**src/rtl/march_bist.sv**
```systemverilog
module march_bist #(
  parameter int ROW_BITS  = 3,
  parameter int COL_BITS  = 2,
  parameter int DATA_W    = 8,
  parameter int NUM_ELEM  = 3,
  parameter int RD_REPEAT = 1,
  parameter logic [6*NUM_ELEM-1:0] PROGRAM = {6'b100011, 6'b010110, 6'b000000}
) (
  input  logic                          clk,
  input  logic                          rst_n,
  input  logic                          start_i,
  output logic                          done_o,
  output logic                          pass_o,
  output logic [ROW_BITS+COL_BITS-1:0]  mem_addr_o,
  output logic [DATA_W-1:0]             mem_wdata_o,
  output logic                          mem_wen_o,
  output logic                          mem_ren_o,
  input  logic [DATA_W-1:0]             mem_rdata_i,
  output logic                          fail_o,
  output logic [ROW_BITS-1:0]           fail_row_o,
  output logic [COL_BITS-1:0]           fail_col_o
);
  localparam int AW = ROW_BITS + COL_BITS;
  localparam logic [AW-1:0] ADDR_TOP = {AW{1'b1}};
  localparam int EW = $clog2(NUM_ELEM + 1);
  localparam int RW = $clog2(RD_REPEAT + 1);

  typedef enum logic [1:0] {S_IDLE, S_RUN, S_DRAIN, S_DONE} state_t;

  state_t         st;
  logic [EW-1:0]  elem;
  logic [AW-1:0]  addr;
  logic           opi;
  logic [RW-1:0]  rep;
  logic           chk_vld, chk_exp, pass_r;
  logic [AW-1:0]  chk_addr;

  function automatic logic [AW-1:0] entry_addr(input int e);
    return PROGRAM[6*e+5] ? ADDR_TOP : '0;
  endfunction

  logic [5:0] cur;
  logic [1:0] op;
  assign cur = PROGRAM[6*int'(elem) +: 6];
  assign op  = opi ? cur[3:2] : cur[1:0];

  wire run       = (st == S_RUN);
  wire is_rd     = op[1];
  wire last_rep  = !is_rd || (rep == RW'(RD_REPEAT - 1));
  wire last_op   = !cur[4] || opi;
  wire addr_end  = cur[5] ? (addr == '0) : (addr == ADDR_TOP);
  wire last_elem = (elem == EW'(NUM_ELEM - 1));
  wire mismatch  = chk_vld && (mem_rdata_i != {DATA_W{chk_exp}});

  assign mem_addr_o  = addr;
  assign mem_wen_o   = run && !is_rd;
  assign mem_ren_o   = run && is_rd;
  assign mem_wdata_o = {DATA_W{op[0]}};
  assign fail_o      = mismatch;
  assign fail_row_o  = chk_addr[AW-1:COL_BITS];
  assign fail_col_o  = chk_addr[COL_BITS-1:0];
  assign done_o      = (st == S_DONE);
  assign pass_o      = pass_r;

  always_ff @(posedge clk or negedge rst_n) begin
    if (!rst_n) begin
      st       <= S_IDLE;
      elem     <= '0;
      addr     <= '0;
      opi      <= 1'b0;
      rep      <= '0;
      chk_vld  <= 1'b0;
      chk_exp  <= 1'b0;
      chk_addr <= '0;
      pass_r   <= 1'b0;
    end else begin
      chk_vld  <= mem_ren_o;
      chk_exp  <= op[0];
      chk_addr <= addr;
      if (mismatch) pass_r <= 1'b0;
      case (st)
        S_IDLE, S_DONE: if (start_i) begin
          st     <= S_RUN;
          elem   <= '0;
          addr   <= entry_addr(0);
          opi    <= 1'b0;
          rep    <= '0;
          pass_r <= 1'b1;
        end
        S_RUN: begin
          if (!last_rep) rep <= rep + 1'b1;
          else begin
            rep <= '0;
            if (!last_op) opi <= 1'b1;
            else begin
              opi <= 1'b0;
              if (!addr_end) addr <= cur[5] ? addr - 1'b1 : addr + 1'b1;
              else if (last_elem) st <= S_DRAIN;
              else begin
                elem <= elem + 1'b1;
                addr <= entry_addr(int'(elem) + 1);
              end
            end
          end
        end
        S_DRAIN: st <= S_DONE;
        default: st <= S_IDLE;
      endcase
    end
  end

  a_r3_one_op: assert property (@(posedge clk) disable iff (!rst_n)
    !(mem_wen_o && mem_ren_o));
  a_r4_full_word: assert property (@(posedge clk) disable iff (!rst_n)
    mem_wen_o |-> (mem_wdata_o == '0 || mem_wdata_o == '1));
  a_r5_fail_after_read: assert property (@(posedge clk) disable iff (!rst_n)
    fail_o |-> $past(mem_ren_o));
  a_r7_done_quiet: assert property (@(posedge clk) disable iff (!rst_n)
    done_o |-> (!mem_wen_o && !mem_ren_o));
  a_r8_fail_drops_pass: assert property (@(posedge clk) disable iff (!rst_n)
    fail_o |=> !pass_o);
  a_r9_no_restart: assert property (@(posedge clk) disable iff (!rst_n)
    (run && !(last_rep && last_op && addr_end && last_elem)) |=> run);
endmodule

```
**config.mk**
```make
export PLATFORM = sky130hd
export DESIGN_NAME = march_bist
export DESIGN_NICKNAME = d
export VERILOG_FILES = /design/src/rtl/march_bist.sv
export SDC_FILE = /design/constraint.sdc
export NUM_CORES = 1
export LEC_CHECK = 0
export ABC_AREA = 1
export BUFFER_PORTS_ARGS = -buffer_cell sky130_fd_sc_hd__buf_2
export CAP_MARGIN = 5
export CORE_MARGIN = 5
export CORE_UTILIZATION = 56
export DETAILED_ROUTE_END_ITERATION = 6
export PLACE_DENSITY = 0.92
export SETUP_SLACK_MARGIN = 0.1
export SKIP_LAST_GASP = 1
export SYNTH_ARGS = -nofsm -noshare
export SYNTH_HDL_FRONTEND = slang
export SYNTH_SLANG_ARGS = --single-unit
```
**constraint.sdc**
```tcl
create_clock -name clk -period 2.7 [get_ports clk]
set_input_delay 0.27 -clock clk [delete_from_list [all_inputs] [get_ports clk]]
set_output_delay 0.27 -clock clk [all_outputs]
set_load 0.02 [all_outputs]
```
==> results of run 1 <==
## state kept, by name, indices dropped and copies added, names as in the netlist
signal and flops:
opi 1, chk_exp 1, pass_o 1, chk_vld 1, mem_addr_o 5, rep 1
elem 2, chk_addr 5, st 2
## cells by family (layout without fill, tap and decap cells)
kind of cell | Yosys count | in the layout | synth area share [%]
AOI/OAI and AO/OA | 11 | 11 | 4.66
and+or+nand+nor | 90 | 90 | 35.8
buffers and inverters | 33 | 63 | 12.2
xor gates and xnor gates | 1 | 1 | 0.680
adders and majority gates | 10 | 10 | 9.71
DFF | 19 | 19 | 36.9
## cell type report
class | count | share of cell area, %
tap | 28 | 2.40
sequential | 19 | 32.5
clock buffer | 4 | 1.80
inverter | 25 | 6.42
multi-input combinational | 112 | 44.9
timing repair buffer | 34 | 12.0
## synth_stat cells
library cell / number / area, um^2
o21bai_1: 1 / 7.51
nor2_4: 3 / 33.8
nand3b_1: 1 / 7.51
o21ai_0: 2 / 10.0
or2_0: 1 / 6.26
inv_2: 4 / 15.0
nand2_4: 3 / 33.8
or2_4: 1 / 8.76
nand2_2: 5 / 31.3
nor3_1: 2 / 10.0
nor4_1: 1 / 6.26
a21boi_1: 1 / 7.51
nand2_1: 50 / 188
nor2_1: 8 / 30.0
nand3_1: 7 / 35.0
xnor2_1: 1 / 8.76
or2_2: 1 / 6.26
buf_4: 7 / 52.6
a21oi_1: 1 / 5.00
inv_1: 21 / 78.8
nor2_2: 1 / 6.26
o21ai_1: 6 / 30.0
nand4_1: 1 / 6.26
dfrtp_1: 19 / 475
buf_6: 1 / 11.3
nand3_2: 3 / 30.0
ha_1: 10 / 125
nand3b_2: 2 / 22.5
## tightest hold or removal path, cell delays in order
cell	delay [ns]
buf_2	0.09
nand2_1	0.05
nand2_1	0.05
## per-layer routing
metal | share of wire, % | GRT usage, % | vias to the layer above
met3 | 9.3 | 2.90 | 6
met2 | 47 | 28.5 | 44
met4 | 2.0 | 8.28 | 0
li1 | - | - | 559
met1 | 41 | 18.1 | 487
met5 | 0 | 0 | -
## stage by stage
stage / worst slack, ns / power [mW] / util [%] / hold slack (ns) / area, um^2
after detailed placement: 0.903 / 1.56 / 64.4 / 0.231 / 1430
after global placement: 0.947 / 1.53 / 64.4 / 0.228 / 1430
after global routing: 0.440 / 1.84 / 66.1 / 0.217 / 1460
after floorplan: 0.752 / 1.35 / - / -0.0256 / 1290
final: 0.598 / 1.69 / 66.1 / 0.202 / 1460
after CTS: 0.568 / 1.70 / 66.1 / 0.196 / 1460
## power groups by stage
stage                     clock network, mW  registers (mW)  logic (mW)
after floorplan                           0           0.545       0.809
after global placement                    0           0.487        1.04
after detailed placement                  0           0.493        1.06
after CTS                             0.143           0.486        1.07
after global routing                  0.153           0.505        1.18
final                                 0.138           0.486        1.07
## final timing paths
kind / startpoint / endpoint / slack (ns) / cells past startpoint
worst max-delay path: elem[0]$_DFFE_PN0P_ / mem_wdata_o[2] / 0.60 / 5
max in group asynchronous: rst_n / chk_addr[2]$_DFF_PN0_ / 1.97 / 2
min in group asynchronous: rst_n / st[0]$_DFFE_PN0P_ / 0.44 / 2
worst min-delay path: start_i / pass_o$_DFF_PN0_ / 0.20 / 3
worst max register to register: elem[0]$_DFFE_PN0P_ / mem_addr_o[4]$_DFFE_PN0P_ / 0.89 / 12
worst min register to register: pass_o$_DFF_PN0_ / pass_o$_DFF_PN0_ / 0.48 / 2
==> out/qor.csv, run 1 <==
stage;metric;value;unit
floorplan;row count;17;
worst_setup_path;Arrival @ worst endpoint;1.83;ns
clocking;number of buffers created by CTS;3;
clocking;Bufs on Longest Clock Path;2;
floorplan;IO Count;34;
timing;Final Hold Fails;0;
global_routing;initial antenna violation count;0;
timing;Max Fclk;476;MHz
synthesis;Synth Net Count;185;
synthesis;Post-Syn Area per Cell;7.86;um^2
power_and_ir_drop;Logic pwr share;63.1;%
clocking;CTS tree;built;
finish;share of layout cells above drive strength 1;30.4;%
global_routing;largest net degree at the start of global routing;20;
place;routability cong.;0.836;
route;post-route ant nets;0;
synthesis;Mapped Cells;164;
clocking;setup bufs post-CTS;0;
route;1st-iter DRT viols;34;
clocking;clk slew on worst S/H paths;0.10;ns
clocking;# resized after CTS;0;
worst_setup_path;Crit path required time;2.43;ns
worst_setup_path;Setup crit end kind;output port;
floorplan;Initial Utilization;58.3;%
power_and_ir_drop;Sw Share;51.5;%
global_routing;global route overflow;0;
power_and_ir_drop;sequential power share;28.7;%
floorplan;die width;58.0;um
global_routing;vias in the first global route;1047;
route;wire per inst;11.2;um
place;I/O Buffers;33;
power_and_ir_drop;Clk pwr share;8.2;%
timing;Slew HR;72.0;%
clocking;clk sinks;19;
hold_path;hold crit path type;in2reg;
finish;register area;475;um^2
power_and_ir_drop;net load switching power;870;uW
power_and_ir_drop;Pint;821;uW
timing;min cycle time layout;2.10;ns
timing;Final period util;77.8;%
worst_setup_path;crit start category;flip-flop;
synthesis;synthesized cell area;1290;um^2
timing;count of final setup violators;0;
power_and_ir_drop;leak pwr;0.853;nW
worst_setup_path;Crit-path slowest cell;dfrtp_1;
synthesis;Synth warnings;0;
place;Placed Cells;217;
worst_setup_path;kind of critical path;reg2out;
route;Pre-antenna DRT Iters;4;
global_routing;first-pass GRT wire length;4200;um
floorplan;die area;3360;um^2
clocking;Max H-tree Level;1;
synthesis;Synth cell types;28;
timing;final setup TNS;0;ns
place;DP Wirelength;1970;um
route;DRC viols;0;
route;Via density;4.94;
timing;Worst Tran Pin Value;0.417;ns
run;total of max-cap violations;0;
worst_setup_path;worst path cell trace;inv_1 -> ha_1 -> inv_2 -> o21ai_1 -> buf_2;
clocking;Post-CTS Hold Buffers;1;
finish;ant diodes;0;
clocking;worst skew pair latency;0.29;ns
synthesis;post-synthesis sequential area ratio;36.9;%
floorplan;Die Y;58.0;um
power_and_ir_drop;peak supply drop;0.000589;V
power_and_ir_drop;pwr/cell area;1160;nW/um^2
worst_setup_path;Crit path max-delay family;buffers and inverters;
finish;commonest non-fill, non-tap cell in the layout;nand2_1;
worst_setup_path;Worst path max stage delay;0.41;ns
clocking;clk root buf;clkbuf_4;
worst_setup_path;worst-path fanout max;9;
route;vias;1096;
timing;final-report max-slew violation count;0;
synthesis;flops & latches, synth;19;
run_status;status;complete, no violations;
timing;clk_skew;0.00411;ns
finish;most frequent cells in the layout;nand2_1 (50), buf_2 (33), inv_1 (21);
finish;final net count;216;
finish;synth-to-layout area growth;13.4;%
route;DRT Wirelength;2480;um
global_routing;total track usage;16.0;%
floorplan;CORE AREA;2210;um^2
finish;Multi-input gate area;656;um^2
timing;RSZ-0062 raised after global routing;false;
finish;Cell Count, Final, Fillers Out;222;
finish;Fill cells;183;
worst_setup_path;Bufs and invs on worst path;3;
Note: power is estimated with default switching activity, not from simulation.
==> inputs of run 2 (changes only) <==
CORE_UTILIZATION = 47   (was 56)
PLACE_DENSITY = 0.83   (was 0.92)
clock period = 1.9 ns   (was 2.7 ns; I/O delays follow)
==> out/qor.csv, run 2 (synthesized netlist as in run 1, its figures left out) <==
stage;metric;value;unit;change
clocking;number of buffers created by CTS;3;;unchanged
finish;final instance area;1520;um^2;+4.3%
worst_setup_path;CP Launch Point;elem[1]$_DFFE_PN0P_;;
global_routing;total track usage;14.0;%;-2.0 points
timing;Final Hold Fails;0;;unchanged
finish;synth-to-layout area growth;18.3;%;
clocking;CTS tree;built;;
power_and_ir_drop;Clk pwr share;8.4;%;+0.2 points
power_and_ir_drop;peak supply drop;0.000875;V;+49%
hold_path;hold crit path type;in2reg;;
floorplan;CORE AREA;2690;um^2;+21%
route;DRT Wirelength;2610;um;+5.2%
worst_setup_path;CP Capture Point;mem_ren_o;;
global_routing;global route overflow;0;;unchanged
timing;Max Fclk;581;MHz;
timing;Final period util;90.6;%;
clocking;Max H-tree Level;1;;unchanged
place;I/O Buffers;33;;unchanged
hold_path;hold depth;3;;unchanged
finish;share of layout cells above drive strength 1;34.7;%;+4.3 points
timing;count of final setup violators;0;;unchanged
timing;Worst Tran Pin Value;0.445;ns;+0.0280 ns
floorplan;IO Count;34;;unchanged
finish;most frequent cells in the layout;nand2_1 (50), buf_2 (32), inv_1 (20);;
floorplan;die width;62.4;um;+7.6%
route;1st-iter DRT viols;36;;+5.9%
worst_setup_path;Crit path required time;1.71;ns;-0.72 ns
route;post-route ant nets;0;;unchanged
floorplan;Initial Utilization;48.0;%;-10 points
route;vias;1127;;+2.8%
floorplan;row count;19;;+2
run;total of max-cap violations;0;;unchanged
global_routing;vias in the first global route;1041;;-0.57%
timing;RSZ-0062 raised after global routing;true;;
clocking;Bufs on Longest Clock Path;2;;unchanged
clocking;worst skew pair latency;0.30;ns;about the same
power_and_ir_drop;pwr/cell area;1640;nW/um^2;+42%
global_routing;largest net degree at the start of global routing;20;;unchanged
worst_setup_path;Critical R2R Launch;st[0]$_DFFE_PN0P_;;
clocking;clk root buf;clkbuf_4;;
global_routing;first-pass GRT wire length;4550;um;+8.2%
route;Pre-antenna DRT Iters;6;;+2
global_routing;initial antenna violation count;0;;unchanged
power_and_ir_drop;Pint;1.21;mW;+48%
power_and_ir_drop;Logic pwr share;63.3;%;+0.2 points
worst_setup_path;Worst path max stage delay;0.43;ns;+0.02 ns
finish;commonest non-fill, non-tap cell in the layout;nand2_1;;
power_and_ir_drop;leak pwr;0.868;nW;+1.8%
worst_setup_path;Arrival @ worst endpoint;1.53;ns;-0.30 ns
route;wire per inst;11.5;um;+2.9%
worst_setup_path;Crit path max-delay family;flip-flops;;
place;routability cong.;0.917;;+9.8%
worst_setup_path;reg2reg path depth;10;;-2
power_and_ir_drop;net load switching power;1.29;mW;+48%
finish;ant diodes;0;;unchanged
route;Via density;4.96;;+0.56%
worst_setup_path;Setup crit end kind;output port;;
place;DP Wirelength;1930;um;-2.2%
power_and_ir_drop;Sw Share;51.5;%;about the same
worst_setup_path;worst path cell trace;inv_1 -> ha_1 -> nand2_4 -> nor2_2 -> buf_4;;
worst_setup_path;Bufs and invs on worst path;2;;-1
worst_setup_path;internal reg-to-reg setup slack;0.20;ns;-0.69 ns
worst_setup_path;crit start category;flip-flop;;
floorplan;Die Y;62.4;um;+7.6%
worst_setup_path;worst-path fanout max;4;;-5
clocking;clk slew on worst S/H paths;0.11;ns;about the same
worst_setup_path;Crit. path cell count;5;;unchanged
worst_setup_path;RR Endpoint;mem_addr_o[2]$_DFFE_PN0P_;;
worst_setup_path;Crit-path slowest cell;dfrtp_2;;
floorplan;die area;3890;um^2;+16%
route;DRC viols;0;;unchanged
finish;final net count;218;;+0.93%
timing;clk_skew;0.00124;ns;-0.00288 ns
timing;min cycle time layout;1.72;ns;
worst_setup_path;kind of critical path;reg2out;;
run_status;status;complete, no violations;;
clocking;clk sinks;19;;unchanged
timing;Slew HR;70.4;%;-1.7 points
place;Placed Area;1430;um^2;+0.53%
timing;final setup TNS;0;ns;unchanged
power_and_ir_drop;sequential power share;28.3;%;-0.4 points
timing;final-report max-slew violation count;0;;unchanged
-- run 2: cell type report --
class                           instances  area [um^2]
Clock inverter                          1         5.00
Clock buffer                            3         22.5
Sequential cell                        19          477
Timing Repair Buffer                   36          193
Fill cell                             255         1160
Tap cell                               31         38.8
Multi-Input combinational cell        112          694
Inverter                               25         93.8
-- run 2: worst min-delay path by stage --
stage	from	endpoint	slack [ns]
final	start_i	pass_o$_DFF_PN0_	0.11
after floorplan	rst_n	chk_addr[0]$_DFF_PN0_	-0.11
after global routing	start_i	pass_o$_DFF_PN0_	0.11
after CTS	start_i	pass_o$_DFF_PN0_	0.1
after global placement	rst_n	chk_addr[0]$_DFF_PN0_	0.15
after detailed placement	rst_n	chk_addr[0]$_DFF_PN0_	0.15
-- run 2: stage by stage --
stage                     worst slack, ns  hold slack [ns]  total power, mW  utilization [%]  instances
after global placement              0.140            0.151             2.18             53.3        220
after global routing               0.0631            0.108             2.74             56.7        227
after CTS                           0.134           0.0993             2.46             55.6        225
after detailed placement           0.0680            0.152             2.22             53.3        220
final                               0.179            0.106             2.50             56.7        227
after floorplan                     0.228           -0.106             1.93                -        164
-- run 2: what timing repair did --
action | CTS | global route
gates resized for setup | 5 | 4
pin swaps | 0 | 1
hold buffers | 1 | 0
endpoints found under the hold margin | 19 | 0
setup endpoints to repair | 13 | 13
cloned | 0 | 0
setup buffers | 0 | 2
-- run 2: routing by layer --
layer  track usage [%]  wire (um)  vias to the layer above
met4              5.57         47                        0
met5                 0          0                        -
met3              4.50        149                        5
met2              23.2       1290                       36
li1                  -          -                      561
met1              16.8       1130                      525
-- run 2: power groups by stage --
stage	clock network (mW)	logic, mW	registers, mW
5_1_grt	0.237	1.77	0.731
3_5_place_dp	0	1.52	0.702
3_3_place_gp	0	1.49	0.697
6_report	0.211	1.58	0.707
4_1_cts	0.218	1.55	0.700
2_1_floorplan	0	1.15	0.776
-- run 2: worst min-delay path, cell delays in order --
cell	delay, ns
buf_2	0.09
nand2_1	0.05
nand2_1	0.05
